File: config.mk
export PLATFORM = sky130hd
export DESIGN_NAME = pcio_bus_ctrl
export DESIGN_NICKNAME = d
export VERILOG_FILES = /design/src/rtl/pcio_pkg.sv /design/src/rtl/pcio_kind_dec.sv /design/src/rtl/pcio_seq.sv /design/src/rtl/pcio_lane.sv /design/src/rtl/pcio_bus_ctrl.sv
export SDC_FILE = /design/constraint.sdc
export NUM_CORES = 1
export LEC_CHECK = 0
export ABC_CLOCK_PERIOD_IN_PS = 2600
export BUFFER_PORTS_ARGS = -buffer_cell sky130_fd_sc_hd__buf_2
export CORE_MARGIN = 8
export CORE_UTILIZATION = 30
export DETAILED_ROUTE_END_ITERATION = 16
export PLACE_DENSITY = 0.53
export SYNTH_ARGS = -nofsm -noshare
export SYNTH_HDL_FRONTEND = slang
export SYNTH_SLANG_ARGS = --single-unit
File: constraint.sdc
create_clock -name clk -period 2.6 [get_ports clk]
set_input_delay 0.26 -clock clk [delete_from_list [all_inputs] [get_ports clk]]
set_output_delay 0.26 -clock clk [all_outputs]
set_load 0.01 [all_outputs]
File: src/rtl/pcio_pkg.sv
package pcio_pkg;

    typedef enum logic [2:0] {
        PH_IDLE,
        PH_ADDR,
        PH_SETUP,
        PH_STRB,
        PH_HOLD,
        PH_DONE
    } phase_e;

    // How a request maps onto card cycles before the card is asked.
    typedef enum logic [1:0] {
        K_BYTE,   // one 8-bit cycle
        K_FULL,   // one 16-bit cycle, no probing
        K_PROBE,  // 16-bit unless the card reports an 8-bit port
        K_PAIR    // always two 8-bit cycles
    } kind_e;

    typedef struct packed {
        logic        wr;
        logic        word;
        logic        big;
        logic [15:0] wdata;
    } hreq_t;

    function automatic kind_e classify(input logic word, input logic bus16, input logic big);
        if (!word)      return K_BYTE;
        else if (!bus16) return K_PAIR;
        else if (big)   return K_FULL;
        else            return K_PROBE;
    endfunction

    function automatic logic [7:0] even_byte(input logic [15:0] w, input logic big);
        return big ? w[15:8] : w[7:0];
    endfunction

    function automatic logic [7:0] odd_byte(input logic [15:0] w, input logic big);
        return big ? w[7:0] : w[15:8];
    endfunction

    function automatic logic [15:0] lane_swap(input logic [15:0] w, input logic big);
        return big ? {w[7:0], w[15:8]} : w;
    endfunction

endpackage

File: src/rtl/pcio_kind_dec.sv
module pcio_kind_dec
    import pcio_pkg::*;
#(
    parameter int NSPACE = 2,
    parameter int SW     = 1,
    parameter int DLYW   = 3
) (
    input  logic                   req,
    input  logic [SW-1:0]          req_space,
    input  logic                   req_word,
    input  logic [NSPACE-1:0]      cfg_io_mode,
    input  logic [NSPACE-1:0]      cfg_bus16,
    input  logic [NSPACE-1:0]      cfg_big_end,
    input  logic [NSPACE*DLYW-1:0] cfg_setup_dly,
    output logic                   start,
    output kind_e                  kind,
    output logic                   big,
    output logic [DLYW-1:0]        dly
);

    always_comb begin
        start = 1'b0;
        kind  = K_BYTE;
        big   = 1'b0;
        dly   = '0;
        for (int s = 0; s < NSPACE; s++) begin
            if (SW'(s) == req_space) begin
                start = req && cfg_io_mode[s];
                kind  = classify(req_word, cfg_bus16[s], cfg_big_end[s]);
                big   = cfg_big_end[s];
                dly   = cfg_setup_dly[s*DLYW +: DLYW];
            end
        end
    end

endmodule

File: src/rtl/pcio_seq.sv
module pcio_seq
    import pcio_pkg::*;
#(
    parameter int DLYW     = 3,
    parameter int STRB_CYC = 2
) (
    input  logic            clk,
    input  logic            rst,
    input  logic            start,
    input  kind_e           kind,
    input  logic [DLYW-1:0] dly,
    input  logic            iois16,
    output phase_e          phase,
    output logic            second,
    output logic            wide,
    output logic            accept,
    output logic            capture
);

    localparam int SCW = $clog2(STRB_CYC + 1);
    localparam int CW  = ((DLYW > SCW) ? DLYW : SCW) + 1;

    logic [CW-1:0]   cnt;
    logic [DLYW-1:0] dly_q;
    logic            pair;
    logic            probe;
    logic            last_strb;
    logic            last_setup;

    assign last_strb  = (cnt + 1'b1) == CW'(STRB_CYC);
    assign last_setup = (cnt + 1'b1) == CW'(dly_q);
    assign accept     = (phase == PH_IDLE) && start;
    assign capture    = (phase == PH_STRB) && last_strb;

    always_ff @(posedge clk) begin
        if (rst) begin
            phase  <= PH_IDLE;
            cnt    <= '0;
            dly_q  <= '0;
            second <= 1'b0;
            pair   <= 1'b0;
            probe  <= 1'b0;
            wide   <= 1'b0;
        end else begin
            case (phase)
                PH_IDLE: if (start) begin
                    phase  <= PH_ADDR;
                    cnt    <= '0;
                    dly_q  <= dly;
                    second <= 1'b0;
                    pair   <= (kind == K_PAIR);
                    probe  <= (kind == K_PROBE);
                    wide   <= (kind == K_FULL) || (kind == K_PROBE);
                end
                PH_ADDR: begin
                    // one sample decides the bus size for the whole access
                    if (probe) begin
                        pair  <= iois16;
                        wide  <= !iois16;
                        probe <= 1'b0;
                    end
                    cnt   <= '0;
                    phase <= (dly_q == '0) ? PH_STRB : PH_SETUP;
                end
                PH_SETUP: begin
                    if (last_setup) begin
                        cnt   <= '0;
                        phase <= PH_STRB;
                    end else begin
                        cnt <= cnt + 1'b1;
                    end
                end
                PH_STRB: begin
                    if (last_strb) begin
                        cnt   <= '0;
                        phase <= PH_HOLD;
                    end else begin
                        cnt <= cnt + 1'b1;
                    end
                end
                PH_HOLD: begin
                    if (pair && !second) begin
                        second <= 1'b1;
                        phase  <= PH_ADDR;
                    end else begin
                        phase <= PH_DONE;
                    end
                end
                PH_DONE: phase <= PH_IDLE;
                default: phase <= PH_IDLE;
            endcase
        end
    end

endmodule

File: src/rtl/pcio_lane.sv
module pcio_lane
    import pcio_pkg::*;
#(
    parameter int AW = 8
) (
    input  logic          clk,
    input  logic          rst,
    input  logic          accept,
    input  hreq_t         hreq,
    input  logic [AW-1:0] haddr,
    input  phase_e        phase,
    input  logic          second,
    input  logic          wide,
    input  logic          capture,
    input  logic [15:0]   card_d_in,
    output logic          wr_q,
    output logic [AW-1:0] card_addr,
    output logic [15:0]   card_d_out,
    output logic          card_d_oe,
    output logic [15:0]   rdata
);

    hreq_t         rq;
    logic [AW-1:0] addr_q;
    logic          in_cycle;

    assign wr_q     = rq.wr;
    assign in_cycle = (phase == PH_ADDR) || (phase == PH_SETUP) ||
                      (phase == PH_STRB) || (phase == PH_HOLD);

    always_ff @(posedge clk) begin
        if (rst) begin
            rq     <= '0;
            addr_q <= '0;
            rdata  <= '0;
        end else begin
            if (accept) begin
                rq     <= hreq;
                addr_q <= haddr;
            end
            if (capture) begin
                if (wide)
                    rdata <= lane_swap(card_d_in, rq.big);
                else if (!rq.word)
                    rdata <= {8'h00, card_d_in[7:0]};
                else if (second ^ rq.big)
                    rdata[15:8] <= card_d_in[7:0];
                else
                    rdata[7:0] <= card_d_in[7:0];
            end
        end
    end

    always_comb begin
        card_addr = rq.word ? {addr_q[AW-1:1], second} : addr_q;
        if (wide)
            card_d_out = lane_swap(rq.wdata, rq.big);
        else if (!rq.word)
            card_d_out = {8'h00, rq.wdata[7:0]};
        else if (second)
            card_d_out = {8'h00, odd_byte(rq.wdata, rq.big)};
        else
            card_d_out = {8'h00, even_byte(rq.wdata, rq.big)};
        card_d_oe = rq.wr && in_cycle;
    end

endmodule

File: src/rtl/pcio_bus_ctrl.sv
module pcio_bus_ctrl
    import pcio_pkg::*;
#(
    parameter int NSPACE   = 2,
    parameter int AW       = 8,
    parameter int DLYW     = 3,
    parameter int STRB_CYC = 2,
    localparam int SW      = (NSPACE > 1) ? $clog2(NSPACE) : 1
) (
    input  logic                   clk,
    input  logic                   rst,
    input  logic                   req,
    input  logic [SW-1:0]          req_space,
    input  logic                   req_wr,
    input  logic                   req_word,
    input  logic [AW-1:0]          req_addr,
    input  logic [15:0]            req_wdata,
    output logic                   rsp_done,
    output logic [15:0]            rsp_rdata,
    input  logic [NSPACE-1:0]      cfg_io_mode,
    input  logic [NSPACE-1:0]      cfg_bus16,
    input  logic [NSPACE-1:0]      cfg_big_end,
    input  logic [NSPACE*DLYW-1:0] cfg_setup_dly,
    output logic [NSPACE-1:0]      card_ce1_n,
    output logic [NSPACE-1:0]      card_ce2_n,
    output logic                   card_iord_n,
    output logic                   card_iowr_n,
    output logic [AW-1:0]          card_addr,
    output logic [15:0]            card_d_out,
    output logic                   card_d_oe,
    input  logic [15:0]            card_d_in,
    input  logic                   card_iois16
);

    logic            start;
    kind_e           kind;
    logic            big;
    logic [DLYW-1:0] dly;
    phase_e          phase;
    logic            second;
    logic            wide;
    logic            accept;
    logic            capture;
    logic            wr_q;
    logic [SW-1:0]   sp_q;
    logic            active;
    hreq_t           hreq;

    assign hreq = '{wr: req_wr, word: req_word, big: big, wdata: req_wdata};

    pcio_kind_dec #(.NSPACE(NSPACE), .SW(SW), .DLYW(DLYW)) u_dec (
        .req          (req),
        .req_space    (req_space),
        .req_word     (req_word),
        .cfg_io_mode  (cfg_io_mode),
        .cfg_bus16    (cfg_bus16),
        .cfg_big_end  (cfg_big_end),
        .cfg_setup_dly(cfg_setup_dly),
        .start        (start),
        .kind         (kind),
        .big          (big),
        .dly          (dly)
    );

    pcio_seq #(.DLYW(DLYW), .STRB_CYC(STRB_CYC)) u_seq (
        .clk    (clk),
        .rst    (rst),
        .start  (start),
        .kind   (kind),
        .dly    (dly),
        .iois16 (card_iois16),
        .phase  (phase),
        .second (second),
        .wide   (wide),
        .accept (accept),
        .capture(capture)
    );

    pcio_lane #(.AW(AW)) u_lane (
        .clk       (clk),
        .rst       (rst),
        .accept    (accept),
        .hreq      (hreq),
        .haddr     (req_addr),
        .phase     (phase),
        .second    (second),
        .wide      (wide),
        .capture   (capture),
        .card_d_in (card_d_in),
        .wr_q      (wr_q),
        .card_addr (card_addr),
        .card_d_out(card_d_out),
        .card_d_oe (card_d_oe),
        .rdata     (rsp_rdata)
    );

    always_ff @(posedge clk) begin
        if (rst)         sp_q <= '0;
        else if (accept) sp_q <= req_space;
    end

    assign active      = (phase == PH_ADDR) || (phase == PH_SETUP) ||
                         (phase == PH_STRB) || (phase == PH_HOLD);
    assign card_iord_n = !((phase == PH_STRB) && !wr_q);
    assign card_iowr_n = !((phase == PH_STRB) && wr_q);
    assign rsp_done    = (phase == PH_DONE);

    for (genvar s = 0; s < NSPACE; s++) begin : g_ce
        assign card_ce1_n[s] = !(active && (sp_q == SW'(s)));
        assign card_ce2_n[s] = !(active && wide && (sp_q == SW'(s)));
    end

endmodule

==> metrics.txt, run 1 <==
# TYPE chip_impl_metric gauge
chip_impl_info{name="netlist_top_cells_count",value="sky130_fd_sc_hd__nand2_1 (67), sky130_fd_sc_hd__dfxtp_1 (58), sky130_fd_sc_hd__a21oi_1 (35)"} 1
chip_impl_info{name="setup.worst_path.end_class",value="primary output"} 1
chip_impl_metric{name="grt_pass1_vias",unit=""} 3128
chip_impl_metric{name="synth-edff-count",unit=""} 0
chip_impl_metric{name="max_slew_margin",unit="%"} 50.9
chip_impl_info{name="dominantRegCellSynth",value="sky130_fd_sc_hd__dfxtp_1"} 1
chip_impl_metric{name="critical_path_required",unit="ps"} 2340
chip_impl_metric{name="placed_cells_incl_taps",unit=""} 609
chip_impl_metric{name="layout-drive-gt1-share",unit="%"} 33.2
chip_impl_metric{name="total_power",unit="mW"} 2.80
chip_impl_metric{name="layoutNonFillerInstCount",unit=""} 625
chip_impl_metric{name="maxSlewViolCount",unit=""} 0
chip_impl_metric{name="antenna_violating_nets_post_route",unit=""} 0
chip_impl_metric{name="grt_first_pass_wirelength",unit="mm"} 15.9
chip_impl_metric{name="power_leakage",unit="nW"} 1.72
chip_impl_metric{name="finalHoldViolations",unit=""} 0
chip_impl_metric{name="worst-path-max-fanout",unit=""} 9
chip_impl_metric{name="cts.clk_slew.worst_paths",unit="ps"} 80
chip_impl_metric{name="layout_setup_ws",unit="ps"} 261
chip_impl_metric{name="critPathArrivalTime",unit="ps"} 2080
chip_impl_metric{name="grt_overflow_total",unit=""} 0
chip_impl_metric{name="ctsResizeCount",unit=""} 0
chip_impl_metric{name="synth.top_cell.area_share",unit="%"} 34.7
chip_impl_metric{name="critical-path-max-stage-delay",unit="ps"} 510
chip_impl_info{name="cpLargestDelayFamily",value="flip-flops"} 1
chip_impl_metric{name="critical_path_buf_inv_count",unit=""} 2
chip_impl_metric{name="cts_made_buffers",unit=""} 9
chip_impl_metric{name="num_antenna_cells",unit=""} 0
chip_impl_metric{name="worst-slew-pin-transition",unit="ps"} 736
chip_impl_info{name="crit_path_kind",value="register to primary output"} 1
chip_impl_metric{name="start_util",unit="%"} 30.9
chip_impl_metric{name="avgViaCountPerCell",unit=""} 5.04
chip_impl_metric{name="final_net_count",unit=""} 543
chip_impl_info{name="cts_root_buffer",value="sky130_fd_sc_hd__clkbuf_8"} 1
chip_impl_info{name="holdCritPathClass",value="primary input to register"} 1
chip_impl_metric{name="power.density_cell_area",unit="nW/um^2"} 677
chip_impl_metric{name="drv.max_cap_violation_count",unit=""} 0
chip_impl_metric{name="cts_hold_repair.buffers",unit=""} 0
chip_impl_info{name="cp_cell_sequence",value="inv_2, nor2_2, a22o_1, a22oi_1, o21ai_0, buf_2"} 1
chip_impl_metric{name="placement_rows",unit=""} 38
chip_impl_metric{name="synth_fp_nets",unit=""} 454
chip_impl_metric{name="initialDrtViolationCount",unit=""} 196
chip_impl_metric{name="num_io_pins",unit=""} 107
chip_impl_metric{name="ys_seq_elements",unit=""} 58
chip_impl_metric{name="layout-area-overhead-vs-synth",unit="%"} 23.8
chip_impl_info{name="crit_path_top_delay_cell",value="sky130_fd_sc_hd__dfxtp_1"} 1
chip_impl_metric{name="cts_max_path_buffers",unit=""} 2
chip_impl_metric{name="setup-violations-final",unit=""} 0
chip_impl_info{name="critical_path.startpoint_type",value="register"} 1
chip_impl_metric{name="place_congestion",unit=""} 0.816
chip_impl_metric{name="skew",unit="ps"} 12.9
chip_impl_metric{name="syn-cell-area",unit="sq um"} 3350
chip_impl_metric{name="wl_per_cell",unit="um"} 16.0
chip_impl_metric{name="die_area",unit="sq um"} 14800
chip_impl_metric{name="die_height",unit="um"} 122
chip_impl_metric{name="finalSetupTns",unit="ps"} 0
chip_impl_metric{name="synthArstFlopShare",unit="%"} 0
chip_impl_metric{name="final_period_minus_worst_setup_slack",unit="ps"} 2340
chip_impl_metric{name="io_buffer_count",unit=""} 106
chip_impl_metric{name="timing.fmax",unit="MHz"} 427
chip_impl_metric{name="grt_use_total",unit="%"} 13.3
chip_impl_metric{name="clk_lat_worst_skew",unit="ps"} 340
chip_impl_metric{name="grt_start_max_net_pins",unit=""} 34
chip_impl_metric{name="fin_crit_sh",unit="%"} 90.0
chip_impl_metric{name="synth_warnings",unit=""} 0
chip_impl_metric{name="detailed_place_hpwl",unit="mm"} 7.23
chip_impl_metric{name="route.detailed.drc",unit=""} 0
chip_impl_info{name="cts_tree",value="yes"} 1
chip_impl_info{name="synth.top_cells.by_area",value="sky130_fd_sc_hd__dfxtp_1 (35%), sky130_fd_sc_hd__nand2_1 (7.5%), sky130_fd_sc_hd__mux2i_1 (6.9%), sky130_fd_sc_hd__mux2_2 (5.7%), sky130_fd_sc_hd__a21oi_1 (5.2%)"} 1
chip_impl_info{name="run_status",value="finished, final reports clean"} 1
chip_impl_metric{name="drt-total-wl",unit="mm"} 9.99
chip_impl_metric{name="cts.sink_count",unit=""} 58
chip_impl_info{name="rsz_0062_raised_after_global_routing",value="no"} 1
chip_impl_metric{name="dp_slack",unit="ps"} 294
chip_impl_metric{name="postCtsSetupBuffers",unit=""} 0
chip_impl_metric{name="number_of_antenna_violations_at_the_first_check_in_global_routing",unit=""} 0
chip_impl_metric{name="cts_htree_levels",unit=""} 3
chip_impl_metric{name="synth_cells",unit=""} 391
chip_impl_metric{name="drtPass1Iterations",unit=""} 4
chip_impl_metric{name="fill_cells",unit=""} 1120
chip_impl_info{name="synthDominantAreaCellType",value="sky130_fd_sc_hd__dfxtp_1"} 1
chip_impl_info{name="post-synth-top-count-cell",value="sky130_fd_sc_hd__nand2_1"} 1
chip_impl_metric{name="yosysUniqueCellTypes",unit=""} 50
chip_impl_metric{name="via_count",unit=""} 3152
chip_impl_metric{name="core",unit="sq um"} 10800
chip_impl_metric{name="max-vdd-ir-drop",unit="mV"} 0.279
chip_impl_metric{name="fp.dieW",unit="um"} 122
chip_impl_metric{name="share_of_the_yosys_chip_area_belonging_to_registers",unit="%"} 34.7
chip_impl_metric{name="syn_avg_cell_area",unit="sq um"} 8.56
==> power breakdown <==
group          total (mW)  internal [mW]  switching [mW]
Clock                1.05          0.645           0.408
Sequential           1.05          0.957          0.0977
Combinational       0.697          0.287           0.410
==> sequential cells by signal, summed over array words and instances (netlist names), 3 cells and up <==
name           count
u_seq.cnt          4
u_lane.addr_q      8
u_seq.phase        3
u_lane.rq         18
u_seq.dly_q        3
u_lane.rdata      16
==> placed cells by master, fill, tap and decap left out, drive strengths merged, types with 2 or more instances in the layout <==
| cell type | synthesis | layout |
|---|---|---|
| clkbuf | 11 | 9 |
| mux2i | 23 | 23 |
| a22o | 6 | 6 |
| nand3 | 5 | 5 |
| mux2 | 18 | 18 |
| nor2b | 2 | 2 |
| a221oi | 9 | 9 |
| ha | 4 | 4 |
| a21oi | 35 | 35 |
| nor3 | 12 | 12 |
| buf | 24 | 113 |
| nand3b | 3 | 3 |
| nand2b | 4 | 4 |
| a32oi | 2 | 2 |
| inv | 8 | 9 |
| a211oi | 5 | 5 |
| nand2 | 68 | 68 |
| a31oi | 12 | 12 |
| a311oi | 2 | 2 |
| o21ai | 10 | 10 |
| dfxtp | 58 | 58 |
| a22oi | 15 | 15 |
| a21o | 2 | 2 |
| bufinv | 0 | 3 |
| xor2 | 2 | 2 |
| and3b | 2 | 2 |
| xnor2 | 5 | 5 |
| and2 | 2 | 2 |
| a2111oi | 2 | 2 |
| nor2 | 29 | 29 |
| o31ai | 2 | 2 |
| clkinv | 0 | 3 |
==> worst reg2reg max path, delay by kind of cell, from the launching register on <==
| kind | cells | cell delay [ps] |
|---|---|---|
| DFF | 1 | 460 |
| adders and majority gates | 1 | 290 |
| AOI/OAI and AO/OA | 2 | 970 |
| and+or+nand+nor | 2 | 200 |
| muxes | 1 | 240 |
==> worst paths after layout <==
| path | slack [ps] | cells after the start | end | startpoint |
|---|---|---|---|---|
| max | 260 | 6 | card_d_out[0] | u_lane.rq[17] |
| max reg2reg | 300 | 6 | u_lane.rdata[0] | u_seq.cnt[0] |
| min | 140 | 3 | u_lane.addr_q[6] | req_addr[6] |
| min reg2reg | 450 | 2 | u_lane.addr_q[4] | u_lane.addr_q[4] |
==> layer usage <==
layer | part of all wire [%] | up-vias | global-route usage (%)
li1 | - | 1577 | -
met1 | 44 | 1460 | 16.6
met2 | 48 | 104 | 21.7
met3 | 7.4 | 11 | 3.70
met4 | 1.3 | 0 | 4.16
met5 | 0 | - | 0
==> metrics by stage <==
| step | area, sq um | utilization, % | hold slack (ps) |
|---|---|---|---|
| 5_1_grt | 4140 | 38.2 | 129 |
| 2_1_floorplan | 3350 | - | 345 |
| 3_3_place_gp | 3890 | 35.9 | 440 |
| 3_5_place_dp | 3890 | 35.9 | 447 |
| 4_1_cts | 4140 | 38.2 | 129 |
| 6_report | 4140 | 38.2 | 141 |
==> kinds of logic (layout without fill, tap and decap cells) <==
family | Yosys count | count (layout) | share of synthesized area, %
AO/OA/AOI/OAI | 105 | 105 | 22.3
AND/OR/NAND/NOR | 133 | 133 | 19.0
buffers and inverters | 43 | 137 | 7.63
flip-flops | 58 | 58 | 34.7
adder cells (fa/ha/maj) | 4 | 4 | 1.50
multiplexers | 41 | 41 | 13.1
XOR/XNOR | 7 | 7 | 1.83
==> layout make-up <==
type	instances	area, sq um	share of cell area (%)
timing repair buffer	113	596	14.4
multi-input combinational	290	1930	46.6
clock inverter	7	125	3.02
sequential	58	1160	28.0
inverter	8	30.0	0.725
tap	140	175	4.23
clock buffer	9	124	2.99
Note: power is estimated with default switching activity, not from simulation.
==> run 2, diff against run 1 <==
CORE_UTILIZATION = 51   (was 30)
PLACE_DENSITY = 0.81   (was 0.53)
==> metrics.txt, run 2 (synthesized netlist as in run 1, its figures left out) <==
# TYPE chip_impl_metric gauge
chip_impl_info{name="run_status",value="finished, final reports clean"} 1
chip_impl_info{name="holdCritPathClass",value="primary input to register"} 1
chip_impl_metric{name="worst-path-max-fanout",unit=""} 11
chip_impl_metric{name="postCtsSetupBuffers",unit=""} 0
chip_impl_metric{name="grt_overflow_total",unit=""} 0
chip_impl_metric{name="die_height",unit="um"} 97.0
chip_impl_metric{name="layout_setup_ws",unit="ps"} 99.5
chip_impl_metric{name="place_congestion",unit=""} 0.800
chip_impl_metric{name="dp_slack",unit="ps"} 332
chip_impl_metric{name="max_slew_margin",unit="%"} 39.1
chip_impl_metric{name="placement_rows",unit=""} 29
chip_impl_metric{name="maxSlewViolCount",unit=""} 0
chip_impl_metric{name="grt_start_max_net_pins",unit=""} 48
chip_impl_metric{name="clk_lat_worst_skew",unit="ps"} 330
chip_impl_metric{name="power_leakage",unit="nW"} 1.73
chip_impl_metric{name="fill_cells",unit=""} 546
chip_impl_info{name="cts_tree",value="yes"} 1
chip_impl_metric{name="io_buffer_count",unit=""} 106
chip_impl_metric{name="final_period_minus_worst_setup_slack",unit="ps"} 2500
chip_impl_metric{name="drv.max_cap_violation_count",unit=""} 0
chip_impl_metric{name="cts.sink_count",unit=""} 58
chip_impl_metric{name="cts.clk_slew.worst_paths",unit="ps"} 70
chip_impl_metric{name="final_net_count",unit=""} 544
chip_impl_metric{name="num_antenna_cells",unit=""} 0
chip_impl_metric{name="power.density_cell_area",unit="nW/um^2"} 683
chip_impl_metric{name="worst-slew-pin-transition",unit="ps"} 914
chip_impl_info{name="max_flop_register",value="u_lane.rq"} 1
chip_impl_metric{name="cts_hold_repair.buffers",unit=""} 0
chip_impl_info{name="critical_path.startpoint_type",value="register"} 1
chip_impl_info{name="biggestRegsByFlops",value="u_lane.rq (18), u_lane.rdata (16), u_lane.addr_q (8)"} 1
chip_impl_metric{name="drtPass1Iterations",unit=""} 5
chip_impl_metric{name="critical_path_required",unit="ps"} 2340
chip_impl_metric{name="largest_register_ffs",unit=""} 18
chip_impl_metric{name="critPathArrivalTime",unit="ps"} 2240
chip_impl_metric{name="number_of_antenna_violations_at_the_first_check_in_global_routing",unit=""} 0
chip_impl_metric{name="die_area",unit="sq um"} 9410
chip_impl_metric{name="max-vdd-ir-drop",unit="mV"} 0.372
chip_impl_info{name="setup.worst_path.end_class",value="primary output"} 1
chip_impl_metric{name="fin_crit_sh",unit="%"} 96.2
chip_impl_metric{name="finalHoldViolations",unit=""} 0
chip_impl_metric{name="detailed_place_hpwl",unit="mm"} 6.42
chip_impl_metric{name="wl_per_cell",unit="um"} 16.1
chip_impl_metric{name="timing.fmax",unit="MHz"} 400
chip_impl_metric{name="initialDrtViolationCount",unit=""} 154
chip_impl_metric{name="drt-total-wl",unit="mm"} 9.07
chip_impl_metric{name="grt_first_pass_wirelength",unit="mm"} 14.7
chip_impl_info{name="crit_path_kind",value="register to primary output"} 1
chip_impl_metric{name="cts_max_path_buffers",unit=""} 2
chip_impl_metric{name="via_count",unit=""} 3221
chip_impl_metric{name="setup-violations-final",unit=""} 0
chip_impl_metric{name="avgViaCountPerCell",unit=""} 5.72
chip_impl_metric{name="antenna_violating_nets_post_route",unit=""} 0
chip_impl_info{name="rsz_0062_raised_after_global_routing",value="no"} 1
chip_impl_info{name="final_common_cell",value="sky130_fd_sc_hd__buf_2"} 1
chip_impl_metric{name="cts_made_buffers",unit=""} 9
chip_impl_info{name="most-common-layout-cells",value="sky130_fd_sc_hd__buf_2 (106), sky130_fd_sc_hd__nand2_1 (67), sky130_fd_sc_hd__dfxtp_1 (58), sky130_fd_sc_hd__a21oi_1 (35), sky130_fd_sc_hd__nor2_1 (29)"} 1
chip_impl_metric{name="start_util",unit="%"} 52.7
chip_impl_metric{name="finalSetupTns",unit="ps"} 0
chip_impl_metric{name="layout-drive-gt1-share",unit="%"} 32.7
chip_impl_metric{name="layout-area-overhead-vs-synth",unit="%"} 21.5
chip_impl_metric{name="grt_use_total",unit="%"} 18.3
chip_impl_metric{name="cts_htree_levels",unit=""} 3
chip_impl_metric{name="num_io_pins",unit=""} 107
chip_impl_metric{name="skew",unit="ps"} 6.86
chip_impl_metric{name="grt_pass1_vias",unit=""} 3119
chip_impl_metric{name="core",unit="sq um"} 6350
chip_impl_metric{name="fp.dieW",unit="um"} 97.0
chip_impl_metric{name="route.detailed.drc",unit=""} 0
chip_impl_info{name="cts_root_buffer",value="sky130_fd_sc_hd__clkbuf_8"} 1
chip_impl_metric{name="ctsResizeCount",unit=""} 0
## run 2: cell types whose count changed in the layout (fill, tap and decap cells not counted), sizes merged
cell    before  now
clkbuf       9   12
clkinv       3    1
buf        113  114
inv          9    8
## run 2: worst paths after layout
check	startpoint	end	slack, ps	cells after the start
worst min-delay path	req_addr[3]	u_lane.addr_q[3]	160	3
worst max register to register	u_seq.cnt[0]	u_lane.rdata[3]	280	6
worst max-delay path	u_seq.wide	card_d_out[4]	100	5
worst min register to register	u_lane.addr_q[3]	u_lane.addr_q[3]	450	2
## run 2: critical path, stage by stage, from the launching register on
cell and delay, ps:
sky130_fd_sc_hd__dfxtp_1 550, sky130_fd_sc_hd__inv_1 260, sky130_fd_sc_hd__a21oi_1 600, sky130_fd_sc_hd__a22oi_1 190, sky130_fd_sc_hd__o21ai_0 130, sky130_fd_sc_hd__buf_2 180
## run 2: where the power goes
part	switching, mW	internal (mW)
registers	0.106	0.958
clock network	0.361	0.666
logic	0.400	0.285
## run 2: layout make-up
cell class	count	area, sq um	share of cell area, %
Sequential cell	58	1160	28.6
Multi-Input combinational cell	290	1930	47.5
Tap cell	77	96.3	2.37
Clock buffer	12	145	3.57
Timing Repair Buffer	114	603	14.8
Clock inverter	4	98.8	2.43
Inverter	8	30.0	0.739
## run 2: per-stage QoR
stage / power (mW) / instance area [sq um] / std cells / hold WS, ps / utilization, %
after floorplan: 1.58 / 3350 / 391 / 345 / -
after global placement: 1.74 / 3820 / 547 / 440 / 60.2
after detailed placement: 1.76 / 3820 / 547 / 443 / 60.2
after CTS: 2.78 / 4060 / 563 / 151 / 64.0
after global routing: 2.90 / 4060 / 563 / 146 / 64.0
final: 2.77 / 4060 / 563 / 161 / 64.0
## run 2: per-layer routing
| metal | track usage (%) | wire length, um | vias to the layer above |
|---|---|---|---|
| met5 | 0 | 0 | - |
| met4 | 6.51 | 173 | 0 |
| met3 | 5.55 | 704 | 14 |
| met2 | 30.9 | 4370 | 134 |
| met1 | 21.3 | 3820 | 1490 |
| li1 | - | - | 1583 |
